**src/rtl/xlat_ctl_pkg.sv**
```systemverilog
package xlat_ctl_pkg;

   // register byte offsets
   localparam int unsigned OFS_DIR   = 'h00;
   localparam int unsigned OFS_STAT  = 'h04;
   localparam int unsigned OFS_CMD   = 'h08;
   localparam int unsigned OFS_FADDR = 'h0C;
   localparam int unsigned OFS_LINE  = 'h10;
   localparam int unsigned OFS_RAW   = 'h14;
   localparam int unsigned OFS_ICLR  = 'h18;
   localparam int unsigned OFS_MASK  = 'h1C;
   localparam int unsigned OFS_MSTAT = 'h20;
   localparam int unsigned OFS_GATE  = 'h24;

   typedef enum logic [2:0] {
      CMD_PG_ON   = 3'd0,
      CMD_PG_OFF  = 3'd1,
      CMD_STL_ON  = 3'd2,
      CMD_STL_OFF = 3'd3,
      CMD_FLUSH   = 3'd4,
      CMD_FLT_ACK = 3'd5,
      CMD_RESET   = 3'd6
   } xcmd_e;

   // mode channels
   localparam int unsigned CH_PAGE  = 0;
   localparam int unsigned CH_STALL = 1;
   localparam int unsigned CH_RST   = 2;
   localparam int unsigned NUM_CH   = 3;

   // status bit positions
   localparam int unsigned ST_PAGING = 0;
   localparam int unsigned ST_FAULT  = 1;
   localparam int unsigned ST_STALL  = 2;
   localparam int unsigned ST_IDLE   = 3;
   localparam int unsigned ST_REPLAY = 4;
   localparam int unsigned ST_FWRITE = 5;
   localparam int unsigned ST_NSTALL = 31;

   // interrupt source positions
   localparam int unsigned IRQ_FAULT  = 0;
   localparam int unsigned IRQ_BUSERR = 1;

endpackage

```
**src/rtl/xlat_delay_chan.sv**
```systemverilog
module xlat_delay_chan #(
   parameter int unsigned DELAY = 3
) (
   input  logic clk,
   input  logic rst_n,
   input  logic start_i,
   input  logic target_i,
   input  logic gate_i,
   output logic fire_o,
   output logic target_o
);
   localparam int unsigned CW = $clog2(DELAY + 1);

   generate
      if (DELAY < 1) begin : g_bad_delay
         $error("xlat_delay_chan: DELAY must be at least 1");
      end
   endgenerate

   logic [CW-1:0] cnt_q;
   logic          pend_q;
   logic          tgt_q;

   assign fire_o   = pend_q && gate_i && (cnt_q == CW'(1));
   assign target_o = tgt_q;

   always_ff @(posedge clk) begin
      if (!rst_n) begin
         cnt_q  <= '0;
         pend_q <= 1'b0;
         tgt_q  <= 1'b0;
      end else if (start_i) begin
         cnt_q  <= CW'(DELAY);
         pend_q <= 1'b1;
         tgt_q  <= target_i;
      end else if (pend_q && gate_i) begin
         if (fire_o) begin
            pend_q <= 1'b0;
         end else begin
            cnt_q <= cnt_q - CW'(1);
         end
      end
   end


   hold_when_gated_chk: assert property (@(posedge clk) disable iff (!rst_n)
      (pend_q && !gate_i && !start_i) |=> ($stable(cnt_q) && pend_q));

endmodule

```
**src/rtl/xlat_irq_unit.sv**
```systemverilog
module xlat_irq_unit #(
   parameter int unsigned NUM_SRC = 2
) (
   input  logic               clk,
   input  logic               rst_n,
   input  logic [NUM_SRC-1:0] set_i,
   input  logic               clr_we_i,
   input  logic [NUM_SRC-1:0] clr_bits_i,
   input  logic               mask_we_i,
   input  logic [NUM_SRC-1:0] mask_wdata_i,
   output logic [NUM_SRC-1:0] raw_o,
   output logic [NUM_SRC-1:0] mask_o,
   output logic [NUM_SRC-1:0] stat_o,
   output logic               irq_o
);
   generate
      if (NUM_SRC < 1) begin : g_bad_src
         $error("xlat_irq_unit: NUM_SRC must be at least 1");
      end
   endgenerate

   logic [NUM_SRC-1:0] raw_q;
   logic [NUM_SRC-1:0] mask_q;

   genvar k;
   generate
      for (k = 0; k < NUM_SRC; k++) begin : g_src
         always_ff @(posedge clk) begin
            if (!rst_n) begin
               raw_q[k] <= 1'b0;
            end else if (set_i[k]) begin
               raw_q[k] <= 1'b1;
            end else if (clr_we_i && clr_bits_i[k]) begin
               raw_q[k] <= 1'b0;
            end
         end


         set_wins_chk: assert property (@(posedge clk) disable iff (!rst_n)
            set_i[k] |=> raw_o[k]);
      end
   endgenerate

   always_ff @(posedge clk) begin
      if (!rst_n) begin
         mask_q <= '0;
      end else if (mask_we_i) begin
         mask_q <= mask_wdata_i;
      end
   end

   assign raw_o  = raw_q;
   assign mask_o = mask_q;
   assign stat_o = raw_q & mask_q;
   assign irq_o  = |stat_o;

endmodule

```
**src/rtl/xlat_fault_trap.sv**
```systemverilog
module xlat_fault_trap #(
   parameter int unsigned AW = 32
) (
   input  logic          clk,
   input  logic          rst_n,
   input  logic          req_i,
   input  logic [AW-1:0] addr_i,
   input  logic          write_i,
   input  logic          ack_i,
   input  logic          wipe_i,
   output logic          active_o,
   output logic [AW-1:0] addr_o,
   output logic          write_o,
   output logic          hit_o
);
   logic          active_q;
   logic [AW-1:0] addr_q;
   logic          wr_q;

   assign hit_o = req_i && !active_q && !wipe_i;

   always_ff @(posedge clk) begin
      if (!rst_n) begin
         active_q <= 1'b0;
         addr_q   <= '0;
         wr_q     <= 1'b0;
      end else begin
         if (wipe_i) begin
            active_q <= 1'b0;
         end else if (hit_o) begin
            active_q <= 1'b1;
         end else if (ack_i) begin
            active_q <= 1'b0;
         end
         if (hit_o) begin
            addr_q <= addr_i;
            wr_q   <= write_i;
         end
      end
   end

   assign active_o = active_q;
   assign addr_o   = addr_q;
   assign write_o  = wr_q;


   hold_addr_chk: assert property (@(posedge clk) disable iff (!rst_n)
      active_q |=> ($stable(addr_o) && $stable(write_o)));

endmodule

```
**src/rtl/xlat_ctl_top.sv**
```systemverilog
module xlat_ctl_top
   import xlat_ctl_pkg::*;
#(
   parameter int unsigned ADDR_W     = 8,
   parameter int unsigned DATA_W     = 32,
   parameter int unsigned PAGE_SHIFT = 12,
   parameter int unsigned CMD_DELAY  = 3,
   parameter int unsigned NUM_SRC    = 2
) (
   input  logic                         clk,
   input  logic                         rst_n,
   input  logic [ADDR_W-1:0]            reg_addr,
   input  logic                         reg_wr,
   input  logic [DATA_W-1:0]            reg_wdata,
   output logic [DATA_W-1:0]            reg_rdata,
   input  logic                         walk_busy_i,
   input  logic                         replay_empty_i,
   input  logic                         fault_req_i,
   input  logic [DATA_W-1:0]            fault_addr_i,
   input  logic                         fault_write_i,
   input  logic                         bus_err_i,
   output logic                         paging_on_o,
   output logic                         stall_on_o,
   output logic [DATA_W-1:0]            dir_base_o,
   output logic                         flush_all_o,
   output logic                         line_inv_o,
   output logic [DATA_W-PAGE_SHIFT-1:0] line_page_o,
   output logic                         clk_gate_en_o,
   output logic                         irq_o
);
   localparam int unsigned PN_W = DATA_W - PAGE_SHIFT;

   generate
      if (DATA_W != 32) begin : g_bad_width
         $error("xlat_ctl_top: DATA_W must be 32");
      end
      if (PAGE_SHIFT < 1 || PAGE_SHIFT >= DATA_W) begin : g_bad_page
         $error("xlat_ctl_top: PAGE_SHIFT out of range");
      end
      if (NUM_SRC < 2) begin : g_bad_src
         $error("xlat_ctl_top: NUM_SRC must cover fault and bus error");
      end
      if (ADDR_W < 6) begin : g_bad_addr
         $error("xlat_ctl_top: ADDR_W too small for the register map");
      end
   endgenerate

   // ---------------- write decode ----------------
   logic  we_dir, we_cmd, we_line, we_iclr, we_mask, we_gate;
   xcmd_e cmd_code;
   logic  cmd_ok;

   assign we_dir  = reg_wr && (reg_addr == ADDR_W'(OFS_DIR));
   assign we_cmd  = reg_wr && (reg_addr == ADDR_W'(OFS_CMD));
   assign we_line = reg_wr && (reg_addr == ADDR_W'(OFS_LINE));
   assign we_iclr = reg_wr && (reg_addr == ADDR_W'(OFS_ICLR));
   assign we_mask = reg_wr && (reg_addr == ADDR_W'(OFS_MASK));
   assign we_gate = reg_wr && (reg_addr == ADDR_W'(OFS_GATE));

   assign cmd_code = xcmd_e'(reg_wdata[2:0]);
   assign cmd_ok   = we_cmd && (reg_wdata[DATA_W-1:3] == '0) && (reg_wdata[2:0] != 3'd7);

   // ---------------- state ----------------
   logic              paging_q;
   logic              stall_q;
   logic [PN_W-1:0]   dir_q;
   logic              flush_q;
   logic              line_q;
   logic [PN_W-1:0]   page_q;
   logic              gate_q;

   // ---------------- mode channels ----------------
   logic [NUM_CH-1:0] ch_start;
   logic [NUM_CH-1:0] ch_tgt_in;
   logic [NUM_CH-1:0] ch_gate;
   logic [NUM_CH-1:0] ch_fire;
   logic [NUM_CH-1:0] ch_tgt;

   always_comb begin
      ch_start  = '0;
      ch_tgt_in = '0;
      ch_gate   = '1;
      ch_start[CH_PAGE]   = cmd_ok && (cmd_code == CMD_PG_ON || cmd_code == CMD_PG_OFF);
      ch_tgt_in[CH_PAGE]  = (cmd_code == CMD_PG_ON);
      ch_start[CH_STALL]  = cmd_ok && ((cmd_code == CMD_STL_ON && paging_q) ||
                                       cmd_code == CMD_STL_OFF);
      ch_tgt_in[CH_STALL] = (cmd_code == CMD_STL_ON);
      ch_gate[CH_STALL]   = !ch_tgt[CH_STALL] || (!walk_busy_i && paging_q);
      ch_start[CH_RST]    = cmd_ok && (cmd_code == CMD_RESET);
      ch_tgt_in[CH_RST]   = 1'b1;
   end

   genvar c;
   generate
      for (c = 0; c < NUM_CH; c++) begin : g_chan
         xlat_delay_chan #(
            .DELAY (CMD_DELAY)
         ) i_chan (
            .clk      (clk),
            .rst_n    (rst_n),
            .start_i  (ch_start[c]),
            .target_i (ch_tgt_in[c]),
            .gate_i   (ch_gate[c]),
            .fire_o   (ch_fire[c]),
            .target_o (ch_tgt[c])
         );
      end
   endgenerate

   // ---------------- fault capture ----------------
   logic              flt_active;
   logic [DATA_W-1:0] flt_addr;
   logic              flt_write;
   logic              flt_hit;

   xlat_fault_trap #(
      .AW (DATA_W)
   ) i_trap (
      .clk      (clk),
      .rst_n    (rst_n),
      .req_i    (fault_req_i),
      .addr_i   (fault_addr_i),
      .write_i  (fault_write_i),
      .ack_i    (cmd_ok && (cmd_code == CMD_FLT_ACK)),
      .wipe_i   (ch_fire[CH_RST]),
      .active_o (flt_active),
      .addr_o   (flt_addr),
      .write_o  (flt_write),
      .hit_o    (flt_hit)
   );

   // ---------------- interrupts ----------------
   logic [NUM_SRC-1:0] irq_set;
   logic [NUM_SRC-1:0] irq_raw;
   logic [NUM_SRC-1:0] irq_mask;
   logic [NUM_SRC-1:0] irq_stat;

   always_comb begin
      irq_set             = '0;
      irq_set[IRQ_FAULT]  = flt_hit;
      irq_set[IRQ_BUSERR] = bus_err_i;
   end

   xlat_irq_unit #(
      .NUM_SRC (NUM_SRC)
   ) i_irq (
      .clk          (clk),
      .rst_n        (rst_n),
      .set_i        (irq_set),
      .clr_we_i     (we_iclr),
      .clr_bits_i   (reg_wdata[NUM_SRC-1:0]),
      .mask_we_i    (we_mask),
      .mask_wdata_i (reg_wdata[NUM_SRC-1:0]),
      .raw_o        (irq_raw),
      .mask_o       (irq_mask),
      .stat_o       (irq_stat),
      .irq_o        (irq_o)
   );

   // ---------------- mode and register state ----------------
   always_ff @(posedge clk) begin
      if (!rst_n) begin
         paging_q <= 1'b0;
         stall_q  <= 1'b0;
         dir_q    <= '0;
         flush_q  <= 1'b0;
         line_q   <= 1'b0;
         page_q   <= '0;
         gate_q   <= 1'b0;
      end else begin
         if (ch_fire[CH_RST]) begin
            paging_q <= 1'b0;
         end else if (ch_fire[CH_PAGE]) begin
            paging_q <= ch_tgt[CH_PAGE];
         end

         if (ch_fire[CH_STALL]) begin
            stall_q <= ch_tgt[CH_STALL];
         end

         if (ch_fire[CH_RST]) begin
            dir_q <= '0;
         end else if (we_dir) begin
            dir_q <= reg_wdata[DATA_W-1:PAGE_SHIFT];
         end

         flush_q <= cmd_ok && (cmd_code == CMD_FLUSH);
         line_q  <= we_line;
         if (we_line) begin
            page_q <= reg_wdata[DATA_W-1:PAGE_SHIFT];
         end

         if (we_gate) begin
            gate_q <= reg_wdata[0];
         end
      end
   end

   // ---------------- read mux ----------------
   logic [DATA_W-1:0] status_w;

   always_comb begin
      status_w             = '0;
      status_w[ST_PAGING]  = paging_q;
      status_w[ST_FAULT]   = flt_active;
      status_w[ST_STALL]   = stall_q;
      status_w[ST_IDLE]    = !walk_busy_i;
      status_w[ST_REPLAY]  = replay_empty_i;
      status_w[ST_FWRITE]  = flt_write;
      status_w[ST_NSTALL]  = !stall_q;
   end

   always_comb begin
      reg_rdata = '0;
      case (reg_addr)
         ADDR_W'(OFS_DIR):   reg_rdata = {dir_q, {PAGE_SHIFT{1'b0}}};
         ADDR_W'(OFS_STAT):  reg_rdata = status_w;
         ADDR_W'(OFS_FADDR): reg_rdata = flt_addr;
         ADDR_W'(OFS_RAW):   reg_rdata = DATA_W'(irq_raw);
         ADDR_W'(OFS_MASK):  reg_rdata = DATA_W'(irq_mask);
         ADDR_W'(OFS_MSTAT): reg_rdata = DATA_W'(irq_stat);
         ADDR_W'(OFS_GATE):  reg_rdata = DATA_W'(gate_q);
         default:            reg_rdata = '0;
      endcase
   end

   // ---------------- outputs ----------------
   assign paging_on_o   = paging_q;
   assign stall_on_o    = stall_q;
   assign dir_base_o    = {dir_q, {PAGE_SHIFT{1'b0}}};
   assign flush_all_o   = flush_q;
   assign line_inv_o    = line_q;
   assign line_page_o   = page_q;
   assign clk_gate_en_o = gate_q;


   stall_grant_chk: assert property (@(posedge clk) disable iff (!rst_n)
      $rose(stall_q) |-> ($past(!walk_busy_i) && $past(paging_q)));


   reset_clear_chk: assert property (@(posedge clk) disable iff (!rst_n)
      ch_fire[CH_RST] |=> ((dir_base_o == '0) && !paging_on_o && !flt_active));


   flush_pulse_chk: assert property (@(posedge clk) disable iff (!rst_n)
      (flush_all_o && !(cmd_ok && cmd_code == CMD_FLUSH)) |=> !flush_all_o);

endmodule

```
**config.mk**
```make
export PLATFORM = sky130hd
export DESIGN_NAME = xlat_ctl_top
export DESIGN_NICKNAME = d
export VERILOG_FILES = /design/src/rtl/xlat_ctl_pkg.sv /design/src/rtl/xlat_delay_chan.sv /design/src/rtl/xlat_irq_unit.sv /design/src/rtl/xlat_fault_trap.sv /design/src/rtl/xlat_ctl_top.sv
export SDC_FILE = /design/constraint.sdc
export NUM_CORES = 1
export LEC_CHECK = 0
export BUFFER_PORTS_ARGS = -buffer_cell sky130_fd_sc_hd__buf_2
export CAP_MARGIN = 20
export CORE_MARGIN = 2
export CORE_UTILIZATION = 30
export DETAILED_ROUTE_END_ITERATION = 8
export GPL_ROUTABILITY_DRIVEN = 0
export PLACE_DENSITY_LB_ADDON = 0.08
export REMOVE_ABC_BUFFERS = 1
export SYNTH_ARGS = -nofsm -noshare
export SYNTH_HDL_FRONTEND = slang
export SYNTH_SLANG_ARGS = --single-unit
```
**constraint.sdc**
```tcl
create_clock -name clk -period 5.2 [get_ports clk]
set_input_delay 1.3 -clock clk [delete_from_list [all_inputs] [get_ports clk]]
set_output_delay 1.3 -clock clk [all_outputs]
set_load 0.03 [all_outputs]
```
* Word-level counts from Yosys, hierarchy flattened
Index checks and enable logic that the tools add are counted.
** Word-level totals
- Memories kept :: 0
- Bits in read-only memories :: 0
- Bits in latches :: 0
- Register bits after elaboration :: 94
- Word-level logic and storage cells :: 120
- RAM bits :: 0
** Cells by class
- Muxes and demuxes :: 25
- Bitwise gates (word level) :: 2
- Reductions and logical operators :: 47
- Equal/unequal tests :: 22
- Shift operators :: 0
- Div/mod/pow operators :: 0
- Multipliers :: 0
- $add $sub $neg :: 3
- $lt $le $gt $ge :: 0
** Operators with widths (count)
- $pmux W32 S7 :: 1
- $eq A8 B5 Y1 const B :: 4
- $logic_not A29 Y1 :: 1
- $logic_and A1 B1 Y1 :: 23
- $mux W2 :: 9
- $eq A8 B4 Y1 const B :: 2
- $eq A8 B6 Y1 const B :: 2
- $mux W1 :: 15
- $reduce_bool A2 Y1 :: 7
- $eq A3 B3 Y1 const B :: 3
- $eq A8 B3 Y1 const B :: 1
- $logic_not A8 Y1 :: 1
- $reduce_and A2 Y1 :: 4
- $eq A2 B1 Y1 const B :: 3
- $eq A3 B2 Y1 const B :: 2
- $sub A2 B1 Y2 const B :: 3
- $logic_not A1 Y1 :: 5
- $ne A2 B1 Y1 const B :: 2
- $reduce_or A2 Y1 :: 2
- $eq A3 B1 Y1 const B :: 1
- $logic_not A3 Y1 :: 1
- $logic_or A1 B1 Y1 :: 3
- $ne A3 B3 Y1 const B :: 1
- $and A2 B2 Y2 :: 1
- 2 further kinds :: 2

* Logic depth before layout (Yosys ltp)
- Depth in word-level cells :: 8
- Mapped depth :: 8
- Mapped depth without buffers :: 6

* Cells and area by module
From an unflattened synthesis, not the netlist that was laid out.
** Unflattened totals
- Cells, all modules :: 468
- Area total of the unflattened synthesis :: 4498.1 sq um
** By module, submodules not included
- xlat_ctl_top :: cells each 252, area each 2412.3 sq um, times used 1
- xlat_fault_trap :: cells each 148, area each 1396.3 sq um, times used 1
- xlat_delay_chan :: cells each 17, area each 175.2 sq um, times used 3
- xlat_irq_unit :: cells each 17, area each 163.9 sq um, times used 1

* Worst setup path before layout
No wires, ideal clock.
- Path kind :: input -> output
- From :: in reg_addr[3]
- To :: out reg_rdata[31]
- Arrival time :: 2.740 ns
- Cell stages on the path :: 3
- Path buffers :: 0
- Setup slack :: 1.160 ns
- Cells stage by stage :: nor4b_1 -> nand2_1 -> o21ai_0
** On the way
- Cells in the longest elaborated chain, start to end :: 2
- Elaborated cells on any way between the ends :: 8
- Classes of those cells :: eq/ne: 6; mux: 1; reduce/logical: 1
** RTL lines
- start: declaration :: line xlat_ctl_top.sv:12 : input logic [ADDR_W-1:0] reg_addr,
- $eq A8 B6 Y1, or another cell as far along :: line xlat_ctl_top.sv:215 : case (reg_addr)
- $pmux W32 S7 (*) :: line xlat_ctl_top.sv:215
- end: declaration :: line xlat_ctl_top.sv:15 : output logic [DATA_W-1:0] reg_rdata,
Every way passes the cells marked *; elsewhere a longest branch is shown, timed or not.

* Final worst setup path
Same ends and word-level chain as after synthesis.

==> impl_metrics.ini <==
[pwr]
total_power_mw = 1.54
p_per_area_mw_per_mm2 = 291
clkPwrFrac_pct = 43.9
peakVddDrop_v = 0.000192
p_switching_mw = 0.360
switching_share_pct = 23.4
combPwrFrac_pct = 7.6
p_leak_nw = 2.50
seqPwrFrac_pct = 48.5
internal-power_mw = 1.18

[sta]
setup-tns-final_ns = 0
timing.slew.headroom_pct = 37.7
fmax_mhz = 232
min_period_ns = 4.31
slew_viol_final = 0
worst_pin_slew_ns = 0.931
rsz0062_at_grt = false
whs_ns = 0.453
finClkSkew_ns = 0.00448
setup_viol = 0
hold_viol_final = 0
finalCritPeriodShare_pct = 82.9

[setup_path]
arrival_ns = 3.01
crit_path_start = reg_addr[3]
reg2reg_from = g_chan[2].i_chan.cnt_q[0]
crit_path_cell_trace = buf_2 -> nor4bb_1 -> buf_4 -> and2_1 -> buf_4 -> a22oi_1 -> o21ai_0 -> buf_2
path_buf_inv = 4
critical_path.max_stage_delay_ns = 0.33
crit_required_ns = 3.90
crit_family = buffers and inverters
endpoint_kind = primary output
slowest_stage = buf_4
crit_fanout = 20
start_kind = primary input
critPathKind = in -> out

[clock_network]
clk_latency_ns = 0.35
cts_tree = built
path_clk_slew_ns = 0.06
postCtsSetupBuffers = 0
cts_root_buf = clkbuf_16
clock_path_buffers = 2
cts_resized = 0
htree_levels = 3
cts_buffers = 9
cts.sinks = 94
cts_hold_buf = 0

[finish]
nFillCells = 1432
synthToLayoutAreaGrowth_pct = 30.6
nets = 708
fin_util_pct = 40.1
drive_gt1_share_pct = 30.3
multi_input_area_mm2 = 0.00198
regArea_mm2 = 0.00188
stdcell_area_mm2 = 0.00529

[routing]
wirelength_um = 12400
drt_iter0_drc = 179
via_per_inst = 4.74
detail-route-antenna-nets = 0
route.detailed.drc = 0
dr.pass1.iters = 4
vias = 3823
routedWlPerCell_um = 15.3

[floorplan]
ioPinCount = 170
die-width_um = 120
coreArea_mm2 = 0.0132
rows = 42
initial_utilization_pct = 30.7
die_h_um = 120
dieArea_mm2 = 0.0144

[yosys]
ys_seq_area_share_pct = 46.5
netlist.area_leader.share_pct = 46.5
ys.flop_type = dfxtp_1
synth_edf_count = 0
ys_ff_latch = 94
yosysWarnings = 0
synth_area_leaders = dfxtp_1, nand2_1, a21oi_1, mux2i_1, a22o_1
synth.distinct_cells = 47
netlist_instances = 478
ys_top_cells_by_count = nand2_1, dfxtp_1, a21oi_1, nor2_1, mux2i_1
syn_area_mm2 = 0.00405
synth.most_common_cell = nand2_1
synth.avg_cell_area_um2 = 8.47
ys_async_sr_fraction_pct = 0
synth_top_area_cell = dfxtp_1

[grt]
grt_pass1_wl_um = 19300
grt_pass1_vias = 3658
track_usage_pct = 17.3
antenna_found_initial = 1
grt_max_degree = 43
grt.overflow.total = 0

[placement]
place_hpwl_um = 9060
io_buffers = 157
place_area_mm2 = 0.00497

[hold_path]
min_path_type = reg -> reg
worstHoldStart = i_trap.addr_o[26]

[run]
maxCapViolCount = 0

[outcome]
status = finished, final reports clean
==> placed cells by master (no fill, tap or decap), drive strengths merged, types with 2 or more instances in the layout <==
cell	n
and3	7
buf	166
a31oi	2
nor4	9
dfxtp	94
a222oi	2
nor2b	4
o21a	5
conb	12
and2	3
nand2b	2
a32o	2
nor2	27
a22o	25
or4	2
o21ai	7
a21boi	2
clkinvlp	3
inv	7
nand2	120
nand4	2
a21oi	58
nor3	2
nor4b	5
xnor2	2
ha	3
clkbuf	11
mux2i	26
nand3	6
==> worst reg2reg max path: cells and delay by family, from the launching register on <==
family,cells,cell delay [ns]
and+or+nand+nor,3,0.83
buffers and inverters,1,0.39
adders and majority gates,1,0.22
DFF,1,0.33
AOI/OAI and AO/OA,1,0.12
==> sequential cells by signal, indices dropped and copies added (netlist names) <==
name                    count
stall_on_o                  1
paging_on_o                 1
clk_gate_en_o               1
i_trap.write_o              1
dir_q                      20
g_chan.i_chan.target_o      2
i_irq.raw_o                 2
i_irq.mask_o                2
line_page_o                20
g_chan.i_chan.cnt_q         6
flush_all_o                 1
i_trap.active_o             1
i_trap.addr_o              32
line_inv_o                  1
g_chan.i_chan.pend_q        3
==> logic make-up after synthesis <==
| logic type | synth area share [%] |
|---|---|
| buffers and inverters | 5.78 |
| AND/OR/NAND/NOR | 22.8 |
| other | 0.0926 |
| flip-flops | 46.5 |
| XOR/XNOR | 0.649 |
| multiplexers | 6.43 |
| AO/OA/AOI/OAI | 16.9 |
| adder cells (fa/ha/maj) | 0.927 |
==> metrics by stage <==
step / instances / setup slack (ns)
floorplan: 448 / 0.793
global placement: 789 / 0.930
detailed placement: 790 / 0.851
CTS: 806 / 0.847
global route: 806 / 0.698
finish: 807 / 0.889
==> cell type report <==
| cell class | instances | area share [%] |
|---|---|---|
| Inverter | 7 | 0.497 |
| Timing Repair Buffer | 166 | 16.4 |
| Multi-Input combinational cell | 347 | 37.4 |
| Tap cell | 176 | 4.17 |
| Clock buffer | 11 | 4.78 |
| Sequential cell | 94 | 35.6 |
| Clock inverter | 5 | 1.09 |
| Antenna cell | 1 | 0.0473 |
==> routing by layer <==
metal  share of wire, %  global-route usage, %
met4               0.81                   3.97
met1                 45                   22.1
met2                 45                   27.6
met5                  0                      0
met3                9.1                   6.65
==> power by group through the flow <==
stage | logic, mW | clock network, mW | registers, mW
5_1_grt | 0.130 | 0.734 | 0.747
6_report | 0.117 | 0.674 | 0.746
2_1_floorplan | 0.0533 | 0 | 0.760
4_1_cts | 0.119 | 0.699 | 0.746
3_3_place_gp | 0.115 | 0 | 0.762
3_5_place_dp | 0.118 | 0 | 0.762
==> final timing paths <==
path | end | slack [ns] | depth (start not counted)
max | reg_rdata[31] | 0.89 | 8
min | i_trap.addr_o[26] | 0.45 | 2
max reg2reg | i_trap.addr_o[21] | 3.25 | 6
min reg2reg | i_trap.addr_o[26] | 0.45 | 2
Note: power is estimated with default switching activity, not from simulation.
